==> src/rtl/hbl_pkg.sv <==
package hbl_pkg;

  typedef enum logic [1:0] {
    OVR_NONE   = 2'd0,
    OVR_ALLOFF = 2'd1,
    OVR_LOWON  = 2'd2
  } ovr_t;

  typedef struct packed {
    logic hi;
    logic lo;
  } gates_t;

  // Gate pattern for an override state and a PWM command.
  function automatic gates_t gate_drive(input ovr_t ovr, input logic pwm);
    gates_t g;
    case (ovr)
      OVR_ALLOFF: g = '{hi: 1'b0, lo: 1'b0};
      OVR_LOWON:  g = '{hi: 1'b0, lo: 1'b1};
      default:    g = '{hi: pwm,  lo: ~pwm};
    endcase
    return g;
  endfunction

  // Next override state in cycle-by-cycle mode; the low-side rule wins.
  function automatic ovr_t ovr_next(input ovr_t cur, input logic trip_lo,
                                    input logic trip_hi, input logic pstart);
    if (trip_lo)      return OVR_ALLOFF;
    else if (trip_hi) return OVR_LOWON;
    else if (pstart)  return OVR_NONE;
    else              return cur;
  endfunction

endpackage

==> src/rtl/hbl_rst_front.sv <==
module hbl_rst_front #(
  parameter int SYNC_STAGES = 0
) (
  input  logic clk,
  input  logic rst_n,
  input  logic bridge_rst_n,
  input  logic mode_latch_i,
  output logic brst_ok,
  output logic rise_ev,
  output logic mode_q
);

  logic prev_q;

  generate
    if (SYNC_STAGES == 0) begin : g_direct
      assign brst_ok = bridge_rst_n;
    end else begin : g_sync
      logic [SYNC_STAGES-1:0] chain_q;
      always_ff @(posedge clk or negedge rst_n) begin
        if (!rst_n) chain_q <= '0;
        else        chain_q <= {chain_q[SYNC_STAGES-2:0], bridge_rst_n};
      end
      assign brst_ok = chain_q[SYNC_STAGES-1];
    end
  endgenerate

  always_ff @(posedge clk or negedge rst_n) begin
    if (!rst_n) begin
      prev_q <= 1'b1;
      mode_q <= 1'b0;
    end else begin
      prev_q <= brst_ok;
      if (!brst_ok) mode_q <= mode_latch_i;
    end
  end

  assign rise_ev = brst_ok & ~prev_q;

endmodule

==> src/rtl/hbl_trip_fsm.sv <==
module hbl_trip_fsm
  import hbl_pkg::*;
(
  input  logic clk,
  input  logic rst_n,
  input  logic brst_ok,
  input  logic mode_q,
  input  logic oc_hi_i,
  input  logic oc_lo_i,
  input  logic period_start_i,
  output logic trip_lo_ev,
  output logic trip_hi_ev,
  output ovr_t ovr_d
);

  ovr_t ovr_q;

  assign trip_lo_ev = brst_ok & ~mode_q & oc_lo_i;
  assign trip_hi_ev = brst_ok & ~mode_q & oc_hi_i & ~oc_lo_i;

  always_comb begin
    if (!brst_ok || mode_q) ovr_d = OVR_NONE;
    else                    ovr_d = ovr_next(ovr_q, trip_lo_ev, trip_hi_ev, period_start_i);
  end

  always_ff @(posedge clk or negedge rst_n) begin
    if (!rst_n) ovr_q <= OVR_NONE;
    else        ovr_q <= ovr_d;
  end

endmodule

==> src/rtl/hbl_shut_latch.sv <==
module hbl_shut_latch (
  input  logic clk,
  input  logic rst_n,
  input  logic brst_ok,
  input  logic mode_q,
  input  logic rise_ev,
  input  logic oc_hi_i,
  input  logic oc_lo_i,
  output logic latch_ev,
  output logic shut_d,
  output logic shut_q
);

  assign latch_ev = brst_ok & mode_q & (oc_hi_i | oc_lo_i);
  assign shut_d   = (shut_q & ~rise_ev) | latch_ev;

  always_ff @(posedge clk or negedge rst_n) begin
    if (!rst_n) shut_q <= 1'b0;
    else        shut_q <= shut_d;
  end

endmodule

==> src/rtl/hbl_gate_out.sv <==
module hbl_gate_out
  import hbl_pkg::*;
(
  input  logic clk,
  input  logic rst_n,
  input  logic brst_ok,
  input  logic shut_d,
  input  ovr_t ovr_d,
  input  logic pwm_cmd_i,
  output logic gate_hi_q,
  output logic gate_lo_q
);

  gates_t nxt;

  always_comb begin
    if (!brst_ok || shut_d) nxt = '{hi: 1'b0, lo: 1'b0};
    else                    nxt = gate_drive(ovr_d, pwm_cmd_i);
  end

  always_ff @(posedge clk or negedge rst_n) begin
    if (!rst_n) begin
      gate_hi_q <= 1'b0;
      gate_lo_q <= 1'b0;
    end else begin
      gate_hi_q <= nxt.hi;
      gate_lo_q <= nxt.lo;
    end
  end

endmodule

==> src/rtl/hb_trip_limiter.sv <==
module hb_trip_limiter
  import hbl_pkg::*;
#(
  parameter int RST_SYNC_STAGES = 0
) (
  input  logic clk,
  input  logic rst_n,
  input  logic bridge_rst_n,
  input  logic mode_latch_i,
  input  logic pwm_cmd_i,
  input  logic period_start_i,
  input  logic oc_hi_i,
  input  logic oc_lo_i,
  output logic gate_hi_o,
  output logic gate_lo_o,
  output logic shutdown_req_o
);

  // Named internal events, also used by the bound checker.
  logic brst_ok;
  logic rise_ev;
  logic mode_q;
  logic trip_lo_ev;
  logic trip_hi_ev;
  logic latch_ev;
  logic shut_d;
  ovr_t ovr_d;

  hbl_rst_front #(.SYNC_STAGES(RST_SYNC_STAGES)) u_front (
    .clk          (clk),
    .rst_n        (rst_n),
    .bridge_rst_n (bridge_rst_n),
    .mode_latch_i (mode_latch_i),
    .brst_ok      (brst_ok),
    .rise_ev      (rise_ev),
    .mode_q       (mode_q)
  );

  hbl_trip_fsm u_fsm (
    .clk            (clk),
    .rst_n          (rst_n),
    .brst_ok        (brst_ok),
    .mode_q         (mode_q),
    .oc_hi_i        (oc_hi_i),
    .oc_lo_i        (oc_lo_i),
    .period_start_i (period_start_i),
    .trip_lo_ev     (trip_lo_ev),
    .trip_hi_ev     (trip_hi_ev),
    .ovr_d          (ovr_d)
  );

  hbl_shut_latch u_shut (
    .clk      (clk),
    .rst_n    (rst_n),
    .brst_ok  (brst_ok),
    .mode_q   (mode_q),
    .rise_ev  (rise_ev),
    .oc_hi_i  (oc_hi_i),
    .oc_lo_i  (oc_lo_i),
    .latch_ev (latch_ev),
    .shut_d   (shut_d),
    .shut_q   (shutdown_req_o)
  );

  hbl_gate_out u_gate (
    .clk       (clk),
    .rst_n     (rst_n),
    .brst_ok   (brst_ok),
    .shut_d    (shut_d),
    .ovr_d     (ovr_d),
    .pwm_cmd_i (pwm_cmd_i),
    .gate_hi_q (gate_hi_o),
    .gate_lo_q (gate_lo_o)
  );

endmodule

==> config.mk <==
export PLATFORM = sky130hd
export DESIGN_NAME = hb_trip_limiter
export DESIGN_NICKNAME = d
export VERILOG_FILES = /design/src/rtl/hbl_pkg.sv /design/src/rtl/hbl_rst_front.sv /design/src/rtl/hbl_trip_fsm.sv /design/src/rtl/hbl_shut_latch.sv /design/src/rtl/hbl_gate_out.sv /design/src/rtl/hb_trip_limiter.sv
export SDC_FILE = /design/constraint.sdc
export NUM_CORES = 1
export LEC_CHECK = 0
export ABC_AREA = 1
export CORE_AREA = 4 4 41 43
export DETAILED_ROUTE_END_ITERATION = 6
export DIE_AREA = 0 0 45 47
export HOLD_SLACK_MARGIN = 0.02
export SETUP_SLACK_MARGIN = 0.5
export SLEW_MARGIN = 40
export SYNTH_ARGS = -nofsm -noshare
export SYNTH_HDL_FRONTEND = slang
export SYNTH_SLANG_ARGS = --single-unit
==> constraint.sdc <==
create_clock -name clk -period 1.6 [get_ports clk]
set_input_delay 0.24 -clock clk [delete_from_list [all_inputs] [get_ports clk]]
set_output_delay 0.24 -clock clk [all_outputs]
set_load 0.03 [all_outputs]
======== Word level (Yosys, flattened, before mapping) ========
Cells that the tools add are included.
cells by class
  add/subtract/negate cells ............... 0
  multipliers ............................. 0
  divide/modulo/power cells ............... 0
  $lt $le $gt $ge ......................... 0
  eq/ne operators ......................... 2
  shift operators ......................... 0
  muxes and demuxes ....................... 6
  bitwise logic cells ..................... 15
  reduce and logical (&&, ||, !) cells .... 3
operators by type and width
  cell                                                              number
  2-bit 2-to-1 mux                                                  5
  1-bit AND                                                         8
  1-bit inverter                                                    5
  2-bit one-hot mux with 2 select lines                             1
  2-bit by 1-bit == test with 1-bit output (second input constant)  1
  2-bit == test (second input constant)                             1
  1-bit logical OR                                                  2
  1-bit bitwise OR                                                  2
  1-bit zero test                                                   1
word-level totals
  register bits after elaboration ......... 7
  latch bits .............................. 0
  RAM bits ................................ 0
  ROM bits ................................ 0
  output and inout port bits .............. 3
  memories ................................ 0

======== Longest topological paths before layout ========
Gate-level depths: netlist of the first run.
  depth in word-level cells ............... 10
  mapped depth ............................ 9

======== Modules after synthesis ========
From an unflattened synthesis of the first run, not the netlist that was laid out.
unflattened totals
  cells, all modules ...................... 45
  area total of the unflattened synthesis .. 345.3 um2
modules (own cells, without submodules)
  module          instances  cells an instance  area an instance (um2)  sequential area each (um2)
  hbl_trip_fsm    1          16                 115.1                   50.0
  hbl_gate_out    1          10                 90.1                    50.0
  hbl_rst_front   1          8                  77.6                    51.3
  hbl_shut_latch  1          11                 62.6                    25.0

======== Least setup slack after synthesis of the first run ========
Ideal clock, no wire load.
  kind .................................... register to register
  from .................................... register u_front.mode_q
  to ...................................... register u_gate.gate_lo_q
  arrival ................................. 1.148 ns
  data required time ...................... 1.479 ns
  setup slack ............................. 0.331 ns
  stages on the path, launching flop included .. 8
  buffers on the path ..................... 0
  clock period less this slack ............ 1.269 ns
  path through ............................ dfrtp_1 -> nor2_2 -> inv_2 -> a21oi_2 -> inv_2 -> ha_1 -> o21ai_0 -> nor2_1
RTL lines
  element                   RTL line             source
  start: declaration        hbl_rst_front.sv:10  output logic mode_q
  start signal: assignment  hbl_rst_front.sv:34  if (!brst_ok) mode_q <= mode_latch_i;
  end signal: assignment    hbl_gate_out.sv:27   gate_lo_q <= nxt.lo;
  end: declaration          hbl_gate_out.sv:11   output logic gate_lo_q

==> results of run 1 <==
final cells by class:
type	instances	area, sq um	share of cell area, %
clock buffers	4	26.3	5.26
inverters	8	30.0	6.02
multi-input cells	19	129	25.8
flip-flops and latches	7	176	35.3
well taps	15	18.8	3.76
repair buffers	15	119	23.8
synth_stat cells:
cell type	instances	area, sq um
nor2_2	1	6.26
a21oi_1	1	5.00
inv_1	5	18.8
ha_1	1	12.5
nor3_2	1	10.0
nor2_1	2	7.51
nand3_1	2	10.0
inv_2	3	11.3
o21ai_0	1	5.00
a21oi_2	1	8.76
dfrtp_1	6	150
dfstp_2	1	26.3
nand2_1	9	33.8
power by group through the flow:
| stage | Clock (mW) | Combinational [mW] | Sequential (mW) |
|---|---|---|---|
| global placement | 0 | 0.0981 | 0.200 |
| CTS | 0.165 | 0.0955 | 0.198 |
| floorplan | 0 | 0.0335 | 0.217 |
| global route | 0.178 | 0.109 | 0.199 |
| finish | 0.157 | 0.0973 | 0.198 |
| detailed placement | 0 | 0.0987 | 0.201 |
stage by stage:
stage / cells / power [mW] / TNS (ns)
after floorplan: 34 / 0.250 / 0
after global placement: 61 / 0.298 / -0.134
after detailed placement: 61 / 0.300 / -0.174
after CTS: 66 / 0.459 / 0
after global routing: 68 / 0.487 / 0
final: 68 / 0.453 / 0
worst reg2reg max path: stages (launching register included):
cell and delay [ns]:
dfrtp_1 0.38, nor2_2 0.10, inv_2 0.06, a21oi_2 0.14, inv_2 0.06, ha_4 0.26, nand2_2 0.05, o21ai_1 0.06
nor2_1 0.05
routing by layer:
layer	routed length, um	share of wire (%)	track usage (%)
met1	230	37	8.33
met2	345	56	11.0
met3	28	4.6	2.30
met4	12	2.0	8.77
met5	0	0	0
timing repair:
action,CTS,global route
endpoints found under the setup margin,5,3
buffers inserted,1,2
pin swaps,4,1
gates resized for setup,17,2
layout by cell type, fill, tap and decap left out, types with 3 or more instances in the layout:
cell / instances
clkbuf_4: 3
inv_1: 4
inv_2: 4
clkdlybuf4s50_1: 4
dlygate4sd2_1: 3
buf_4: 5
nand2_1: 8
dfrtp_1: 6
flip-flops by register name (all words and copies together), names as in the netlist:
register / flops
u_fsm.ovr_q: 2
u_front.mode_q: 1
u_front.prev_q: 1
u_gate.gate_hi_q: 1
u_gate.gate_lo_q: 1
u_shut.shut_q: 1
worst paths after layout:
check                                             end  depth (start not counted)
setup / recovery           u_gate.gate_lo_q$_DFF_PN0_                          8
setup reg to reg           u_gate.gate_lo_q$_DFF_PN0_                          8
hold / removal             u_front.mode_q$_DFFE_PN0N_                          1
hold reg to reg               u_shut.shut_q$_DFF_PN0_                          2
min in group clk             u_front.prev_q$_DFF_PN1_                          2
max in group asynchronous    u_front.prev_q$_DFF_PN1_                          1
kinds of logic after synthesis:
logic type	Yosys count	share of synthesized area [%]
AND/OR/NAND/NOR	15	22.1
adder cells (fa/ha/maj)	1	4.10
flip-flops	7	57.8
buffers and inverters	8	9.84
AO/OA/AOI/OAI	3	6.14
==> results.toml, run 1 <==
[placed_design]
preCtsSetupSlack_ns = -0.124
port_buffers = 10
placed_area_sq_um = 460
gp_congestion = 0.712

[finish]
area_delta_synth_final_pct = 63.5
final_util_pct = 38.4
drive_gt1_share_pct = 43.4
fin_nets = 63
fin_area_sq_um = 499
diodes = 0
nFillCells = 138

[setup_path]
path_delay_family = "buffers and inverters"
critical_path_class = "primary input to flop"
crit_chain = "clkdlybuf4s50_1, inv_1, a21oi_2, inv_2, ha_4, nand2_2, o21ai_1, nor2_1"
crit_fanout = 2
setup.worst_path.start = "oc_lo_i"
r2r_slack_ns = 0.31
worst_setup_path_start_kind = "primary input"
required_ns = 1.73
endpoint_kind = "flop"
cp_data_arrival_time_ns = 1.43
r2r-start = "u_front.mode_q$_DFFE_PN0N_"
crit_buf_inv = 3
worst_path_largest_cell_delay_ns = 0.48
slowest_stage = "clkdlybuf4s50_1"

[clock_network]
htreeDepth = 1
clock_path_buffers = 2
path_clk_slew_ns = 0.05
cts_made_buffers = 3
clk_latency_ns = 0.25
cts_hold_buffers = 0
cts_tree = "yes"
cts_sinks = 7
clockRootBuffer = "clkbuf_4"

[route]
drc = 0
route.final.wire_length_um = 615
dr.first_iter.drc_count = 2
num_vias = 263
final_antenna_net_count = 0
viasPerCell = 3.87
wire_per_inst_um = 9.04
first_pass_iters = 3

[synth]
synthCells = 34
yosysSeqAreaShare_pct = 57.8
syn_area_sq_um = 305
synth.distinct_cells = 13
syn_nets = 43
avgSynthCellArea_sq_um = 8.98
yosys_warnings = 0
ys_seq_elements = 7

[timing]
fin_crit_ns = 1.30
finClkSkew_ns = 0.00688
setup_viol = 0
finalHoldViolCount = 0
whs_ns = 0.250
drv_slew = 0
rsz0062_at_grt = "true"
slew_headroom_pct = 78.4
finalCritPeriodShare_pct = 81.0
fmax_ghz = 0.772
worstMarginPinSlew_ns = 0.324
setup_ws_ns = 0.304

[pwr]
power_density_nw_per_um2 = 906
ir_worst_vdd_v = 0.000338
p_sw_uw = 122
clkPwrFrac_pct = 34.7
pwr-share-comb_pct = 21.5
power_frac_seq_pct = 43.8
power.internal_uw = 330
p_leak_nw = 0.263
switching_share_pct = 27.0

[status]
outcome = "finished clean"

[global_route]
grt_overflow = 0
grt_use_total_pct = 7.63
grt_pass1_wl_um = 1060
grt_max_degree = 8
antenna_found_initial = 0
grt_pass1_vias = 267

[die]
die_h_um = 47
std_cell_rows = 13
dieArea_sq_um = 2120
die_w_um = 45
coreArea_sq_um = 1300
initial_core_util_pct = 23.5
io_pins = 11

[worst_hold_path]
hold_path.class = "primary input to asynchronous set/reset pin"

[run]
drv_cap = 0
(Power assumes the default switching activity.)
==> inputs of run 2 (changes only) <==
==> constraint.sdc (replaced) <==
create_clock -name clk -period 1.1 [get_ports clk]
set_input_delay 0.165 -clock clk [delete_from_list [all_inputs] [get_ports clk]]
set_output_delay 0.165 -clock clk [all_outputs]
set_load 0.03 [all_outputs]
==> results.toml, run 2 (synthesis results as in run 1) <==
[timing]
finalCritPeriodShare_pct = 118
setup_viol = 2
finClkSkew_ns = 0.00106
fin_crit_ns = 1.30
setup_ws_ns = -0.203
worstMarginPinSlew_ns = 0.316
rsz0062_at_grt = "true"
whs_ns = 0.170
fmax_ghz = 0.767
finalHoldViolCount = 0
drv_slew = 0
slew_headroom_pct = 78.9

[finish]
largest-register = "u_fsm.ovr_q"
drive_gt1_share_pct = 45.5
layout_common_cells = "7 x nand2_1, 6 x buf_4, 5 x inv_1, 5 x clkdlybuf4s50_1"
final_common_cell = "nand2_1"
diodes = 0
fin_nets = 65
area_delta_synth_final_pct = 76.2
largest_reg_flops = 2

[die]
die_h_um = 47
initial_core_util_pct = 23.5
die_w_um = 45
dieArea_sq_um = 2120
io_pins = 11
coreArea_sq_um = 1300
std_cell_rows = 13

[global_route]
antenna_found_initial = 0
grt_pass1_wl_um = 938
grt_use_total_pct = 6.69
grt_overflow = 0
grt_pass1_vias = 249
grt_max_degree = 8

[setup_path]
slowest_stage = "dfrtp_1"
crit_fanout = 2
path_delay_family = "simple AND/OR/NAND/NOR gates"
cp_num_cells = 7
required_ns = 1.27
worst_setup_path_start_kind = "flop"
crit_chain = "nor2_2, inv_2, nor3_4, ha_4, nand2_2, o21ai_1, nor2_1"
crit_buf_inv = 1
worst_path_largest_cell_delay_ns = 0.38
reg2regPathDepth = 7
critical_path_class = "flop to flop"
endpoint_kind = "flop"
cp_data_arrival_time_ns = 1.48

[clock_network]
clk_latency_ns = 0.25
clockRootBuffer = "clkbuf_4"
cts_tree = "yes"
path_clk_slew_ns = 0.05
cts_made_buffers = 3
htreeDepth = 1
clock_path_buffers = 2
cts_sinks = 7

[status]
outcome = "complete, but fails checks"
violations = "setup timing"

[route]
route.final.wire_length_um = 608
num_vias = 278
wire_per_inst_um = 8.69
final_antenna_net_count = 0
viasPerCell = 3.97
dr.first_iter.drc_count = 3
drc = 0
first_pass_iters = 4

[pwr]
p_leak_nw = 0.281
power_density_nw_per_um2 = 1280
ir_worst_vdd_v = 0.000528

[worst_hold_path]
hold_path.class = "primary input to asynchronous set/reset pin"

[placed_design]
port_buffers = 10
preCtsSetupSlack_ns = -0.537
hpwl_um = 473
gp_congestion = 0.690

[run]
drv_cap = 0
-- run 2: cell count changes in the layout (fill, tap and decap cells not counted), moves of 2 or more --
cell           change
dfrtp_2            +2
buf_6              +4
dlygate4sd2_1      -2
dfrtp_1            -2
buf_2              -2
-- run 2: worst paths after layout --
path                                            startpoint                         end  slack (ns)
worst max-delay path            u_front.mode_q$_DFFE_PN0N_  u_gate.gate_lo_q$_DFF_PN0_       -0.20
worst min-delay path                                 rst_n    u_fsm.ovr_q[1]$_DFF_PN0_        0.17
worst max register to register  u_front.mode_q$_DFFE_PN0N_  u_gate.gate_lo_q$_DFF_PN0_       -0.20
worst min register to register     u_shut.shut_q$_DFF_PN0_     u_shut.shut_q$_DFF_PN0_        0.52
max in group asynchronous                            rst_n    u_front.prev_q$_DFF_PN1_        0.64
min in group clk                                   oc_hi_i    u_fsm.ovr_q[0]$_DFF_PN0_        0.28
-- run 2: report_power, final --
group	internal, mW	leakage [nW]	switching, mW	total (mW)
Clock	0.139	0.0150	0.0961	0.235
Sequential	0.281	0.0860	0.0101	0.291
Combinational	0.0853	0.180	0.0801	0.165
-- run 2: timing repair --
item	4_1_cts	5_1_grt
pin swaps	4	3
gates resized for setup	6	1
buffers inserted	2	0
setup endpoints to repair	9	9
hold buffers	0	0
-- run 2: final cells by class --
class                   instances  area, sq um
multi-input cells              19          123
fillers                       132          763
repair buffers                 17          161
clock buffers                   4         26.3
well taps                      15         18.8
flip-flops and latches          7          179
inverters                       8         30.0
-- run 2: worst reg2reg max path: cells and delay by family (launching register included) --
family,cells,cell delay (ns)
simple gates,4,0.49
fa+ha+maj,1,0.24
flops,1,0.38
compound gates,1,0.06
buf+inv,1,0.06
-- run 2: through the flow --
| step | TNS, ns | total power [mW] | util (%) | cell area, sq um | instances |
|---|---|---|---|---|---|
| finish | -0.311 | 0.691 | 41.3 | 538 | 70 |
| global route | -0.472 | 0.732 | 41.3 | 538 | 70 |
| CTS | -0.352 | 0.701 | 41.2 | 536 | 70 |
| detailed placement | -1.11 | 0.441 | 36.7 | 478 | 64 |
| global placement | -1.04 | 0.438 | 36.7 | 478 | 64 |
| floorplan | -0.148 | 0.366 | - | 329 | 34 |
-- run 2: metal layers --
metal	GRT usage [%]	vias up	wire, um
met5	0	-	0
met4	7.02	0	21
met2	9.89	9	267
met1	7.23	121	264
met3	2.30	3	55
li1	-	145	-
